[config.mk]
export PLATFORM = sky130hd
export DESIGN_NAME = mad_read_ctrl
export DESIGN_NICKNAME = d
export VERILOG_FILES = /design/src/rtl/mad_pkg.sv /design/src/rtl/mad_timer.sv /design/src/rtl/mad_seq.sv /design/src/rtl/mad_capture.sv /design/src/rtl/mad_read_ctrl.sv
export SDC_FILE = /design/constraint.sdc
export NUM_CORES = 1
export LEC_CHECK = 0
export BUFFER_PORTS_ARGS = -buffer_cell sky130_fd_sc_hd__buf_2
export CORE_AREA = 2 2 72 74
export CTS_BUF_LIST = sky130_fd_sc_hd__clkbuf_2
export CTS_CLUSTER_SIZE = 20
export DETAILED_ROUTE_END_ITERATION = 16
export DIE_AREA = 0 0 74 76
export HOLD_SLACK_MARGIN = 0.02
export SLEW_MARGIN = 20
export SYNTH_ARGS = -nofsm -noshare
export SYNTH_HDL_FRONTEND = slang
export SYNTH_SLANG_ARGS = --single-unit
export TNS_END_PERCENT = 10
[constraint.sdc]
create_clock -name clk -period 1.3 [get_ports clk]
set_input_delay 0.195 -clock clk [delete_from_list [all_inputs] [get_ports clk]]
set_output_delay 0.195 -clock clk [all_outputs]
set_load 0.02 [all_outputs]
[src/rtl/mad_pkg.sv]
package mad_pkg;

  typedef enum logic [2:0] {
    ST_IDLE  = 3'd0,
    ST_ADDR  = 3'd1,
    ST_HOLD  = 3'd2,
    ST_TURN  = 3'd3,
    ST_DATA  = 3'd4,
    ST_RECOV = 3'd5
  } mad_state_e;

  // Round a nanosecond limit up to whole clock cycles, at least one.
  function automatic int ns2cyc(input int ns, input int per);
    int c;
    c = (ns + per - 1) / per;
    return (c < 1) ? 1 : c;
  endfunction

  function automatic int max2(input int a, input int b);
    return (a > b) ? a : b;
  endfunction

endpackage

[src/rtl/mad_timer.sv]
module mad_timer #(
  parameter int CNT_W = 4
) (
  input  logic             clk,
  input  logic             rst_n,
  input  logic             load,
  input  logic [CNT_W-1:0] load_val,
  output logic             expired
);

  logic [CNT_W-1:0] cnt_q;
  logic [CNT_W-1:0] cnt_d;

  always_comb begin
    cnt_d = cnt_q;
    if (load) begin
      cnt_d = load_val;
    end else if (cnt_q != '0) begin
      cnt_d = cnt_q - 1'b1;
    end
  end

  always_ff @(posedge clk or negedge rst_n) begin
    if (!rst_n) begin
      cnt_q <= '0;
    end else begin
      cnt_q <= cnt_d;
    end
  end

  assign expired = (cnt_q == '0);

endmodule

[src/rtl/mad_seq.sv]
module mad_seq
  import mad_pkg::*;
#(
  parameter int CNT_W   = 4,
  parameter int SETUP_C = 1,
  parameter int HOLD_C  = 1,
  parameter int DATA_C  = 1,
  parameter int REC_C   = 1
) (
  input  logic             clk,
  input  logic             rst_n,
  input  logic             req,
  input  logic             expired,
  output mad_state_e       state,
  output logic             load,
  output logic [CNT_W-1:0] load_val,
  output logic             accept,
  output logic             capture
);

  localparam logic [CNT_W-1:0] LV_SETUP = CNT_W'(SETUP_C - 1);
  localparam logic [CNT_W-1:0] LV_HOLD  = CNT_W'(HOLD_C - 1);
  localparam logic [CNT_W-1:0] LV_DATA  = CNT_W'(DATA_C - 1);
  localparam logic [CNT_W-1:0] LV_REC   = CNT_W'(REC_C - 1);

  mad_state_e state_q;
  mad_state_e state_d;

  always_comb begin
    state_d  = state_q;
    load     = 1'b0;
    load_val = '0;
    accept   = 1'b0;
    capture  = 1'b0;
    unique case (state_q)
      ST_IDLE: begin
        if (req) begin
          state_d  = ST_ADDR;
          load     = 1'b1;
          load_val = LV_SETUP;
          accept   = 1'b1;
        end
      end
      ST_ADDR: begin
        if (expired) begin
          state_d  = ST_HOLD;
          load     = 1'b1;
          load_val = LV_HOLD;
        end
      end
      ST_HOLD: begin
        if (expired) begin
          state_d  = ST_TURN;
          load     = 1'b1;
          load_val = '0;
        end
      end
      ST_TURN: begin
        state_d  = ST_DATA;
        load     = 1'b1;
        load_val = LV_DATA;
      end
      ST_DATA: begin
        if (expired) begin
          state_d  = ST_RECOV;
          load     = 1'b1;
          load_val = LV_REC;
          capture  = 1'b1;
        end
      end
      ST_RECOV: begin
        if (expired) begin
          state_d = ST_IDLE;
        end
      end
      default: begin
        state_d = ST_IDLE;
      end
    endcase
  end

  always_ff @(posedge clk or negedge rst_n) begin
    if (!rst_n) begin
      state_q <= ST_IDLE;
    end else begin
      state_q <= state_d;
    end
  end

  assign state = state_q;

  // the data phase is only ever entered from the turnaround cycle
  a_r4_data_after_turn: assert property (@(posedge clk) disable iff (!rst_n)
    (state_q == ST_DATA && $past(state_q) != ST_DATA) |-> $past(state_q) == ST_TURN);

  // a new access is only started from idle
  a_r8_accept_idle_only: assert property (@(posedge clk) disable iff (!rst_n)
    (state_q == ST_ADDR && $past(state_q) != ST_ADDR) |-> $past(state_q) == ST_IDLE);

endmodule

[src/rtl/mad_capture.sv]
module mad_capture #(
  parameter int DW = 8
) (
  input  logic          clk,
  input  logic          rst_n,
  input  logic          capture,
  input  logic [DW-1:0] ad_in,
  output logic [DW-1:0] rdata,
  output logic          rvalid
);

  logic [DW-1:0] rdata_q;
  logic          rvalid_q;

  always_ff @(posedge clk or negedge rst_n) begin
    if (!rst_n) begin
      rdata_q <= '0;
    end else if (capture) begin
      rdata_q <= ad_in;
    end
  end

  always_ff @(posedge clk or negedge rst_n) begin
    if (!rst_n) begin
      rvalid_q <= 1'b0;
    end else begin
      rvalid_q <= capture;
    end
  end

  assign rdata  = rdata_q;
  assign rvalid = rvalid_q;

  // rvalid never lasts longer than one cycle
  a_r6_single_pulse: assert property (@(posedge clk) disable iff (!rst_n)
    rvalid_q |=> !rvalid_q);

  // rdata only changes alongside a new rvalid
  a_r6_rdata_held: assert property (@(posedge clk) disable iff (!rst_n)
    !rvalid_q |-> $stable(rdata_q));

endmodule

[src/rtl/mad_read_ctrl.sv]
module mad_read_ctrl
  import mad_pkg::*;
#(
  parameter int AW            = 16,
  parameter int DW            = 8,
  parameter int CLK_PERIOD_NS = 10,
  parameter int T_ALE_W_NS    = 45,
  parameter int T_AS_NS       = 15,
  parameter int T_AH_NS       = 15,
  parameter int T_ACC_NS      = 70,
  parameter int T_OE_NS       = 35,
  parameter int T_DF_NS       = 25
) (
  input  logic             clk,
  input  logic             rst_n,
  input  logic             req,
  input  logic [AW-1:0]    addr,
  output logic             busy,
  output logic [DW-1:0]    rdata,
  output logic             rvalid,
  output logic             ale,
  output logic             oe_n,
  output logic [AW-DW-1:0] a_hi,
  output logic [DW-1:0]    ad_out,
  output logic             ad_oe,
  input  logic [DW-1:0]    ad_in
);

  localparam int HW      = AW - DW;
  localparam int SETUP_C = max2(ns2cyc(T_ALE_W_NS, CLK_PERIOD_NS),
                                ns2cyc(T_AS_NS, CLK_PERIOD_NS));
  localparam int HOLD_C  = ns2cyc(T_AH_NS, CLK_PERIOD_NS);
  localparam int ACC_C   = ns2cyc(T_ACC_NS, CLK_PERIOD_NS);
  localparam int OE_C    = ns2cyc(T_OE_NS, CLK_PERIOD_NS);
  localparam int DATA_C  = max2(max2(ACC_C - HOLD_C - 1, OE_C), 1);
  localparam int REC_C   = ns2cyc(T_DF_NS, CLK_PERIOD_NS);
  localparam int MAX_C   = max2(max2(SETUP_C, HOLD_C), max2(DATA_C, REC_C));
  localparam int CNT_W   = $clog2(MAX_C + 1);

  // Reset: asserted asynchronously, released on a clock edge
  logic rst_meta_q;
  logic rst_sync_q;

  always_ff @(posedge clk or negedge rst_n) begin
    if (!rst_n) begin
      rst_meta_q <= 1'b0;
      rst_sync_q <= 1'b0;
    end else begin
      rst_meta_q <= 1'b1;
      rst_sync_q <= rst_meta_q;
    end
  end

  mad_state_e       state;
  logic             load;
  logic [CNT_W-1:0] load_val;
  logic             accept;
  logic             capture;
  logic             expired;

  mad_seq #(
    .CNT_W  (CNT_W),
    .SETUP_C(SETUP_C),
    .HOLD_C (HOLD_C),
    .DATA_C (DATA_C),
    .REC_C  (REC_C)
  ) u_seq (
    .clk     (clk),
    .rst_n   (rst_sync_q),
    .req     (req),
    .expired (expired),
    .state   (state),
    .load    (load),
    .load_val(load_val),
    .accept  (accept),
    .capture (capture)
  );

  mad_timer #(
    .CNT_W(CNT_W)
  ) u_timer (
    .clk     (clk),
    .rst_n   (rst_sync_q),
    .load    (load),
    .load_val(load_val),
    .expired (expired)
  );

  mad_capture #(
    .DW(DW)
  ) u_cap (
    .clk    (clk),
    .rst_n  (rst_sync_q),
    .capture(capture),
    .ad_in  (ad_in),
    .rdata  (rdata),
    .rvalid (rvalid)
  );

  // Accepted address, loaded only when a request is taken
  logic [AW-1:0] adr_q;
  logic [AW-1:0] adr_d;

  always_comb begin
    adr_d = adr_q;
    if (accept) begin
      adr_d = addr;
    end
  end

  always_ff @(posedge clk or negedge rst_sync_q) begin
    if (!rst_sync_q) begin
      adr_q <= '0;
    end else begin
      adr_q <= adr_d;
    end
  end

  // Pin decode from the registered phase
  always_comb begin
    ale   = (state == ST_IDLE) || (state == ST_ADDR);
    ad_oe = (state == ST_ADDR) || (state == ST_HOLD);
    oe_n  = (state != ST_DATA);
    busy  = (state != ST_IDLE);
  end

  assign a_hi   = adr_q[AW-1:DW];
  assign ad_out = adr_q[DW-1:0];

  // idle parks the memory in standby with the bus released
  a_r1_idle_standby: assert property (@(posedge clk) disable iff (!rst_sync_q)
    !busy |-> (ale && oe_n && !ad_oe && !rvalid));

  // no bus drive while the memory output is enabled
  a_r4_no_overlap: assert property (@(posedge clk) disable iff (!rst_sync_q)
    !(ad_oe && !oe_n));

  // one released cycle before output enable falls
  a_r4_turnaround: assert property (@(posedge clk) disable iff (!rst_sync_q)
    $fell(oe_n) |-> !$past(ad_oe));

  // the latch strobe only falls while the low byte is driven
  a_r2_fall_with_addr: assert property (@(posedge clk) disable iff (!rst_sync_q)
    $fell(ale) |-> ad_oe);

  // upper address pins stay put during an access
  a_r9_hi_stable: assert property (@(posedge clk) disable iff (!rst_sync_q)
    (busy && $past(busy)) |-> $stable(a_hi));

  // the bus is not driven in the cycle right after output enable rises
  a_r7_no_drive_after_oe: assert property (@(posedge clk) disable iff (!rst_sync_q)
    $rose(oe_n) |=> !ad_oe);

endmodule

==> run metrics, run 1 <==
Worst Path Required=1.57 ns; mean post-synth cell area=around 12 sq um; fin crit period=roughly 1.6 ns; routed vias=approximately 1400; number of global-route vias before repair=1300; cell with the most instances after synthesis=dfrtp_1; IO Count=56; final setup violation count=29; H-tree depth=2; nets@finish=between 200 and 300; Synthesized Nets=160; I/O Buffers=55; Final Max Tran Viols=0; antenna violations before repair=0; Antenna Cells=0; number of synthesized flops with an enable pin=0; Clk pin slew, worst setup/hold paths=about 0.16 ns; Area contributors post-synth=dfrtp_1 54%, mux2_4 8.8%, nand2_1 7.6%; CTS tree=built; HP Class=in -> reg; Layout Utilization=about 52%; clock skew=0.0262 ns; Avg WL per Cell=about 12 microns; sequential-to-total area share from yosys stat=53.7%; synthesized flop and latch total=33; f_max=0.624 GHz; gr usage total=~14%; Synth top cells by count=33 x dfrtp_1, 31 x nand2_1, 9 x mux2_4; crit-path cells=buf_4, nor4b_4, buf_12, mux2_2; cell area after synthesis=around 1500 sq um; Lkg Pwr=1.24 nW; grt total ovfl=0; DR iter-0 viols=67; CP Max Fanout=17; Setup crit start kind=flop; share of the synthesized area in the top cell type=a little over half; DRC errors left=0; Post-DP HPWL=2430 microns; root buf cell=clkbuf_2; Critical Path AT=~1.9 ns; fin crit share=123%; Main synth FF type=dfrtp_1; Starting Density=between 30% and 40%; number of CTS-inserted buffers=5; Crit Path Class=reg -> reg; Die W=74 microns; total power=6.32 mW; vias per cell=4.33; Cells after Synth=about 130; RSZ-0062 raised after global routing=yes; Worst setup EP type=flop; clock tree buffer depth=2; total routed wirelength=3810 microns; first-pass GRT wire length=6090 microns; Max VDD drop=a little over 1 mV; Yosys cell types=38; WHS=between 0.05 and 0.06 ns; Max stage delay on crit path=0.49 ns; GP Congestion=approximately 0.78; post-layout worst setup margin=-0.302 ns; drt pass-1 iters=4; clock tree sinks=33; max-cap check violation count=0; critical path's slowest cell=dfrtp_2; die area=between 5000 and 6000 sq um; largest net degree at the start of global routing=20; area grow syn2layout=66.2%; Routed Antenna Nets=0; Final Hold Fails=0; ys async rst share=100%; status=finished, violations left; Power Density=roughly 2500 nW/um^2; layout cells sized above 1=around 56%; FP Rows=26; die height=roughly 76 microns; core footprint=between 4000 and 5000 sq um; failing checks=setup timing; Synth area leader=dfrtp_1; Synth Warn #=0; DP Worst Slack=-0.224 ns; Skew-Pair Late Insertion Delay=~0.36 ns
## report_power, final
| part | leakage [nW] | internal, mW | total, mW | switching, mW |
|---|---|---|---|---|
| combinational | 0.833 | 2.13 | 4.08 | 1.95 |
| sequential | 0.384 | 1.51 | 1.81 | 0.306 |
| clock | 0.0247 | 0.110 | 0.432 | 0.323 |
| total | 1.24 | 3.74 | 6.32 | 2.58 |
## registers in the layout, indices dropped and copies added, names as in the netlist
name / flops
adr_q: 16
u_cap.rvalid: 1
u_cap.rdata: 8
u_seq.state: 3
u_timer.cnt_q: 3
rst_sync_q: 1
rst_meta_q: 1
## metrics by stage
stage,cell area [sq um],instances,setup TNS [ns]
4_1_cts,2320,294,-6.22
6_report,2550,313,-6.06
5_1_grt,2550,313,-8.77
2_1_floorplan,1600,131,-5.46
3_5_place_dp,2110,275,-4.74
3_3_place_gp,2110,275,-4.61
## layer usage
metal | wire (microns) | share of wire, % | up-vias | global-route usage [%]
met5 | 0 | 0 | - | 0
met4 | 91 | 2.4 | 0 | 6.91
met3 | 122 | 3.2 | 9 | 4.23
met2 | 1900 | 50 | 27 | 21.3
met1 | 1690 | 45 | 653 | 18.4
li1 | - | - | 667 | -
## path summary, 6_finish.rpt
kind / from / end / slack (ns) / cells past startpoint
worst max-delay path: u_seq.state[1]$_DFFE_PN0P_ / adr_q[3]$_DFFE_PN0P_ / -0.30 / 4
worst min-delay path: ad_in[7] / u_cap.rdata[7]$_DFFE_PN0P_ / 0.05 / 3
worst max register to register: u_seq.state[1]$_DFFE_PN0P_ / adr_q[3]$_DFFE_PN0P_ / -0.30 / 4
worst min register to register: rst_sync_q$_DFF_PN0_ / u_cap.rdata[4]$_DFFE_PN0P_ / 0.16 / 1
max in group asynchronous: rst_sync_q$_DFF_PN0_ / adr_q[6]$_DFFE_PN0P_ / 0.88 / 1
min in group asynchronous: rst_n / rst_sync_q$_DFF_PN0_ / 0.14 / 2
## cell usage in the layout (no fill, tap or decap), types with 3 or more instances in the layout
| cell type | count |
|---|---|
| a21oi_2 | 4 |
| buf_2 | 52 |
| buf_4 | 27 |
| buf_6 | 10 |
| clkbuf_2 | 5 |
| dfrtp_1 | 31 |
| dlygate4sd3_1 | 23 |
| mux2_2 | 3 |
| mux2_4 | 13 |
| nand2_1 | 29 |
## cell type report
class / instances / area, sq um
clock buffer: 5 / 25.0
clock inverter: 1 / 5.00
fill: 439 / 2360
inverter: 5 / 26.3
multi-input combinational: 86 / 757
sequential: 33 / 828
tap: 70 / 87.6
timing repair buffer: 113 / 826
## kinds of logic after synthesis
family,share of synthesized area (%)
adder cells (fa/ha/maj),1.63
other,0.244
flip-flops,53.7
multiplexers,13.9
buffers and inverters,4.64
AO/OA/AOI/OAI,9.60
XOR/XNOR,1.71
AND/OR/NAND/NOR,14.6
## what timing repair did
item / CTS / global route
hold buffers: 7 / 16
hold endpoints to repair: 8 / 16
endpoints found under the setup margin: 35 / 35
buffers inserted: 6 / 3
resized for setup: 22 / 15
pin swaps: 4 / 3
## critical path: cells and delay by family (launching register included)
kind | cells | cell delay, ns
muxes | 1 | 0.34
DFF | 1 | 0.49
and+or+nand+nor | 1 | 0.30
buffers and inverters | 2 | 0.38
Note: power is estimated with default switching activity, not from simulation.
==> run 2, diff against run 1 <==
--- a/config.mk
+++ b/config.mk
@@ -6,12 +6,13 @@
 export NUM_CORES = 1
 export LEC_CHECK = 0
 export BUFFER_PORTS_ARGS = -buffer_cell sky130_fd_sc_hd__buf_2
-export CORE_AREA = 2 2 72 74
+export CORE_AREA = 2 2 58 60
 export CTS_BUF_LIST = sky130_fd_sc_hd__clkbuf_2
 export CTS_CLUSTER_SIZE = 20
 export DETAILED_ROUTE_END_ITERATION = 16
-export DIE_AREA = 0 0 74 76
+export DIE_AREA = 0 0 60 62
 export HOLD_SLACK_MARGIN = 0.02
+export PLACE_DENSITY = 0.8
 export SLEW_MARGIN = 20
 export SYNTH_ARGS = -nofsm -noshare
 export SYNTH_HDL_FRONTEND = slang
==> run metrics, run 2 (synthesis results as in run 1) <==
Post-DP Area=2070 sq um; Routed Antenna Nets=0; WHS=~0.067 ns; fill count=roughly 180; final std cells w/o fill=roughly 290; routed vias=1508; die height=between 60 and 70 microns; f_max=about 0.6 GHz; worst r2r src=u_seq.state[1]$_DFFE_PN0P_; GP Congestion=between 0.8 and 0.9; number of global-route vias before repair=1375; Post-DP HPWL=roughly 2700 microns; max reg flops=16; highest-count cells in the layout ignoring fill and taps=53 x buf_2, 32 x buf_4, 31 x dfrtp_1, 30 x nand2_1, 23 x dlygate4sd3_1; Setup crit start kind=flop; max-cap check violation count=0; Worst setup EP type=flop; RSZ-0062 raised after global routing=yes; IO Count=56; I/O Buffers=55; nets@finish=275; commonest non-fill, non-tap cell in the layout=buf_2; HP Class=in -> reg; drt pass-1 iters=4; Worst Path Required=about 1.6 ns; root buf cell=clkbuf_2; Crit Path Class=reg -> reg; Register Area=between 800 and 900 sq um; fin crit share=131%; CP Max Fanout=8; number of CTS-inserted buffers=5; Largest Register=adr_q; Max VDD drop=around 1.6 mV; FP Rows=21; fin crit period=1.70 ns; Inst Count DP=roughly 250; clock tree buffer depth=2; clock skew=about 0.039 ns; DRC errors left=0; reg-to-reg endpoint=adr_q[9]$_DFFE_PN0P_; largest net degree at the start of global routing=17; post-layout worst setup margin=-0.404 ns; min-delay src=addr[5]; antenna violations before repair=0; H-tree depth=2; Final Hold Fails=0; Clk pin slew, worst setup/hold paths=~0.20 ns; status=finished, violations left; Critical Path AT=a little under 2 ns; worst r2r path cells=4; first-pass GRT wire length=about 6300 microns; Layout Utilization=81.0%; Starting Density=48.4%; Antenna Cells=0; core footprint=~3200 sq um; total routed wirelength=5130 microns; DR iter-0 viols=~100; die area=3720 sq um; Hold Crit Depth=2; Layout Cell Area excl Fill=about 2600 sq um; layout cells sized above 1=56.3%; final setup violation count=34; R2R Setup Slk=-0.40 ns; Multi-input gate area=773 sq um; vias per cell=~5.1; Final Max Tran Viols=0; Die W=60 microns; CTS tree=built; gr usage total=approximately a quarter; hold endpoint=adr_q[5]$_DFFE_PN0P_; grt total ovfl=0; Power Density=roughly 2600 nW/um^2; area grow syn2layout=67.5%; failing checks=setup timing; Skew-Pair Late Insertion Delay=~0.40 ns; Lkg Pwr=around 1.3 nW; Avg WL per Cell=17.5 microns; clock tree sinks=33
-- run 2: cell count changes in the layout (fill, tap and decap cells not counted), moves of 2 or more --
| cell | previous run | this run |
|---|---|---|
| clkinv_1 | 0 | 2 |
| mux2_2 | 3 | 0 |
| a21oi_1 | 1 | 3 |
| buf_4 | 27 | 32 |
| buf_6 | 10 | 4 |
| nand2_2 | 2 | 0 |
| a21oi_2 | 4 | 2 |
| mux2_4 | 13 | 16 |
-- run 2: critical path, cell delays in order, from the launching register on --
cell	delay, ns
dfrtp_2	0.50
buf_6	0.14
nor4b_4	0.31
bufbuf_16	0.34
mux2_4	0.31
-- run 2: final cells by class --
class,instances,share of cell area [%]
Multi-Input combinational cell,86,30.0
Timing Repair Buffer,115,33.1
Clock buffer,5,0.971
Inverter,5,1.02
Tap cell,46,2.23
Sequential cell,33,32.2
Clock inverter,3,0.486
-- run 2: worst max path at each step --
stage	start	end	slack (ns)
3_5_place_dp	u_seq.state[0]$_DFFE_PN0P_	u_timer.cnt_q[2]$_DFFE_PN0P_	-0.27
4_1_cts	u_seq.state[1]$_DFFE_PN0P_	ad_oe	-0.31
5_1_grt	u_seq.state[1]$_DFFE_PN0P_	adr_q[9]$_DFFE_PN0P_	-0.41
3_3_place_gp	u_seq.state[0]$_DFFE_PN0P_	u_timer.cnt_q[2]$_DFFE_PN0P_	-0.23
2_1_floorplan	u_seq.state[0]$_DFFE_PN0P_	adr_q[10]$_DFFE_PN0P_	-0.32
6_report	u_seq.state[1]$_DFFE_PN0P_	adr_q[9]$_DFFE_PN0P_	-0.40
-- run 2: report_power, final --
group          internal (mW)  leakage, nW  switching [mW]
sequential              1.51        0.384           0.342
combinational           2.21        0.868            2.18
clock                  0.118       0.0278           0.363
-- run 2: stage by stage --
| step | power (mW) | TNS, ns | setup slack (ns) |
|---|---|---|---|
| 4_1_cts | 6.22 | -6.75 | -0.311 |
| 3_5_place_dp | 5.25 | -5.62 | -0.265 |
| 6_report | 6.72 | -9.63 | -0.404 |
| 3_3_place_gp | 5.09 | -4.64 | -0.225 |
| 2_1_floorplan | 4.08 | -5.46 | -0.315 |
| 5_1_grt | 7.06 | -10.67 | -0.412 |
-- run 2: layer usage --
layer  global-route usage [%]  vias up  wire (microns)
li1                         -      670               -
met1                     30.3      750            1990
met2                     38.5       71            2700
met3                     7.04       17             284
met4                     12.4        0             156
met5                        0        -               0
-- run 2: what timing repair did --
item	4_1_cts	5_1_grt
hold endpoints to repair	8	16
gates resized for setup	25	7
hold buffers	7	16
setup buffers	5	7
pin swaps	3	3
cloned	1	0
endpoints found under the setup margin	34	35
==> run 3, diff against run 2 <==
--- a/config.mk
+++ b/config.mk
@@ -5,14 +5,14 @@
 export SDC_FILE = /design/constraint.sdc
 export NUM_CORES = 1
 export LEC_CHECK = 0
+export ABC_CLOCK_PERIOD_IN_PS = 1300
 export BUFFER_PORTS_ARGS = -buffer_cell sky130_fd_sc_hd__buf_2
-export CORE_AREA = 2 2 58 60
+export CORE_AREA = 2 2 70 72
 export CTS_BUF_LIST = sky130_fd_sc_hd__clkbuf_2
 export CTS_CLUSTER_SIZE = 20
 export DETAILED_ROUTE_END_ITERATION = 16
-export DIE_AREA = 0 0 60 62
+export DIE_AREA = 0 0 72 74
 export HOLD_SLACK_MARGIN = 0.02
-export PLACE_DENSITY = 0.8
 export SLEW_MARGIN = 20
 export SYNTH_ARGS = -nofsm -noshare
 export SYNTH_HDL_FRONTEND = slang
==> run metrics, run 3 (synthesis results as in run 1) <==
Post-DP HPWL=between 2000 and 2500 microns; Avg WL per Cell=between 10 and 15 microns; clock tree buffer depth=2; final setup violation count=31; Starting Density=about a third; clock tree sinks=33; number of CTS-inserted buffers=5; failing checks=setup timing; GP Congestion=about 0.7; drt pass-1 iters=4; fill count=between 300 and 400; RSZ-0062 raised after global routing=yes; critical path's slowest cell=dfrtp_2; Most common cell on crit path=buf_6; fin crit share=122%; Lkg Pwr=between 1 and 1.5 nW; HP Class=in -> reg; Worst setup EP type=output port; final std cells w/o fill=between 200 and 300; Routed Antenna Nets=0; FP Rows=25; Worst Path Required=between 1 and 1.5 ns; Die W=72 microns; reg-to-reg endpoint=adr_q[12]$_DFFE_PN0P_; CTS tree=built; number of global-route vias before repair=approximately 1300; Skew-Pair Late Insertion Delay=about 0.38 ns; max reg flops=16; DR iter-0 viols=42; total routed wirelength=approximately 3700 microns; layout cells sized above 1=between 50% and 60%; I/O Buffers=55; Inst Count DP=260; Max stage delay on crit path=around 0.5 ns; CP Max Fanout=6; nets@finish=around 270; Final Max Tran Viols=0; core footprint=4600 sq um; H-tree depth=2; DRC errors left=0; largest net degree at the start of global routing=21; Hold Crit Depth=2; worst r2r src=u_seq.state[1]$_DFFE_PN0P_; f_max=roughly 0.63 GHz; commonest non-fill, non-tap cell in the layout=buf_2; crit-path cells=buf_6, nand2b_4, a21oi_2, buf_6; Power Density=around 2500 nW/um^2; R2R Setup Slk=-0.28 ns; die height=about 74 microns; highest-count cells in the layout ignoring fill and taps=53 x buf_2, 30 x dfrtp_1, 29 x nand2_1, 26 x buf_4, 18 x dlygate4sd3_1; setup_tns=-5.75 ns; vias per cell=4.49; status=finished, violations left; Setup crit start kind=flop; antenna violations before repair=0; root buf cell=clkbuf_2; worst r2r path cells=4; grt total ovfl=0; Clk pin slew, worst setup/hold paths=about 0.17 ns; Antenna Cells=0; IO Count=56; Largest Register=adr_q; max-cap check violation count=0; gr usage total=around 15%; fin crit period=1.59 ns; worst setup path endpoint=ad_oe; Critical Path AT=~1.4 ns; clock skew=about 0.021 ns; total power=6.07 mW; post-layout worst setup margin=-0.291 ns; Max VDD drop=1.08 mV; first-pass GRT wire length=between 6000 and 7000 microns; Final Hold Fails=0; die area=5330 sq um; area grow syn2layout=58.2%; CP Launch Point=u_seq.state[1]$_DFFE_PN0P_; Crit Path Class=reg -> out; routed vias=1308
## run 3: changes by cell type in the layout (fill, tap and decap cells not counted), moves of 2 or more
| cell | before | now |
|---|---|---|
| nand2_2 | 0 | 2 |
| mux2_2 | 0 | 7 |
| buf_6 | 4 | 7 |
| clkinv_1 | 2 | 0 |
| mux2_4 | 16 | 9 |
| dlygate4sd3_1 | 23 | 18 |
| buf_4 | 32 | 26 |
## run 3: report_power, final
part | internal, mW | switching [mW]
Sequential | 1.51 | 0.324
Clock | 0.135 | 0.354
Combinational | 1.91 | 1.84
## run 3: worst min-delay path by stage
stage / startpoint / end
floorplan: rst_n / rst_meta_q$_DFF_PN0_
global placement: rst_n / rst_meta_q$_DFF_PN0_
detailed placement: rst_n / rst_meta_q$_DFF_PN0_
CTS: addr[3] / adr_q[3]$_DFFE_PN0P_
global route: addr[2] / adr_q[2]$_DFFE_PN0P_
finish: addr[2] / adr_q[2]$_DFFE_PN0P_
## run 3: metal layers
layer | GRT usage [%] | share of wire [%] | wire length [microns]
met5 | 0 | 0 | 0
met4 | 6.29 | 1.8 | 69
met3 | 4.07 | 4.6 | 170
met2 | 24.1 | 49 | 1810
met1 | 19.3 | 45 | 1680
## run 3: layout make-up
cell class | count | area [sq um] | share of cell area [%]
tap | 54 | 67.6 | 2.78
inverter | 5 | 23.8 | 0.977
clock inverter | 2 | 10.0 | 0.412
clock buffer | 6 | 30.0 | 1.23
timing repair buffer | 105 | 739 | 30.4
sequential | 33 | 830 | 34.1
multi-input combinational | 86 | 732 | 30.1
## run 3: through the flow
| stage | utilization [%] | setup WS, ns | hold WS (ns) | instance area, sq um |
|---|---|---|---|---|
| detailed placement | 45.5 | -0.249 | -0.0162 | 2090 |
| global placement | 45.5 | -0.266 | -0.0195 | 2090 |
| finish | 52.9 | -0.291 | 0.0561 | 2430 |
| CTS | 52.0 | -0.327 | 0.0315 | 2390 |
| global route | 52.9 | -0.387 | 0.0251 | 2430 |
| floorplan | - | -0.315 | -0.101 | 1600 |
## run 3: critical path: cells and delay by family, from the launching register on
| family | cells | cell delay [ns] |
|---|---|---|
| AND/OR/NAND/NOR | 1 | 0.13 |
| AO/OA/AOI/OAI | 1 | 0.14 |
| buffers and inverters | 2 | 0.26 |
| flip-flops | 1 | 0.49 |
## run 3: timing repair
item                       4_1_cts  5_1_grt
setup endpoints to repair       34       34
hold buffers                    18        0
hold endpoints to repair        19        0
gates resized for setup         19        7
buffers inserted                 2        2
cloned                           0        1
pin swaps                        2        2
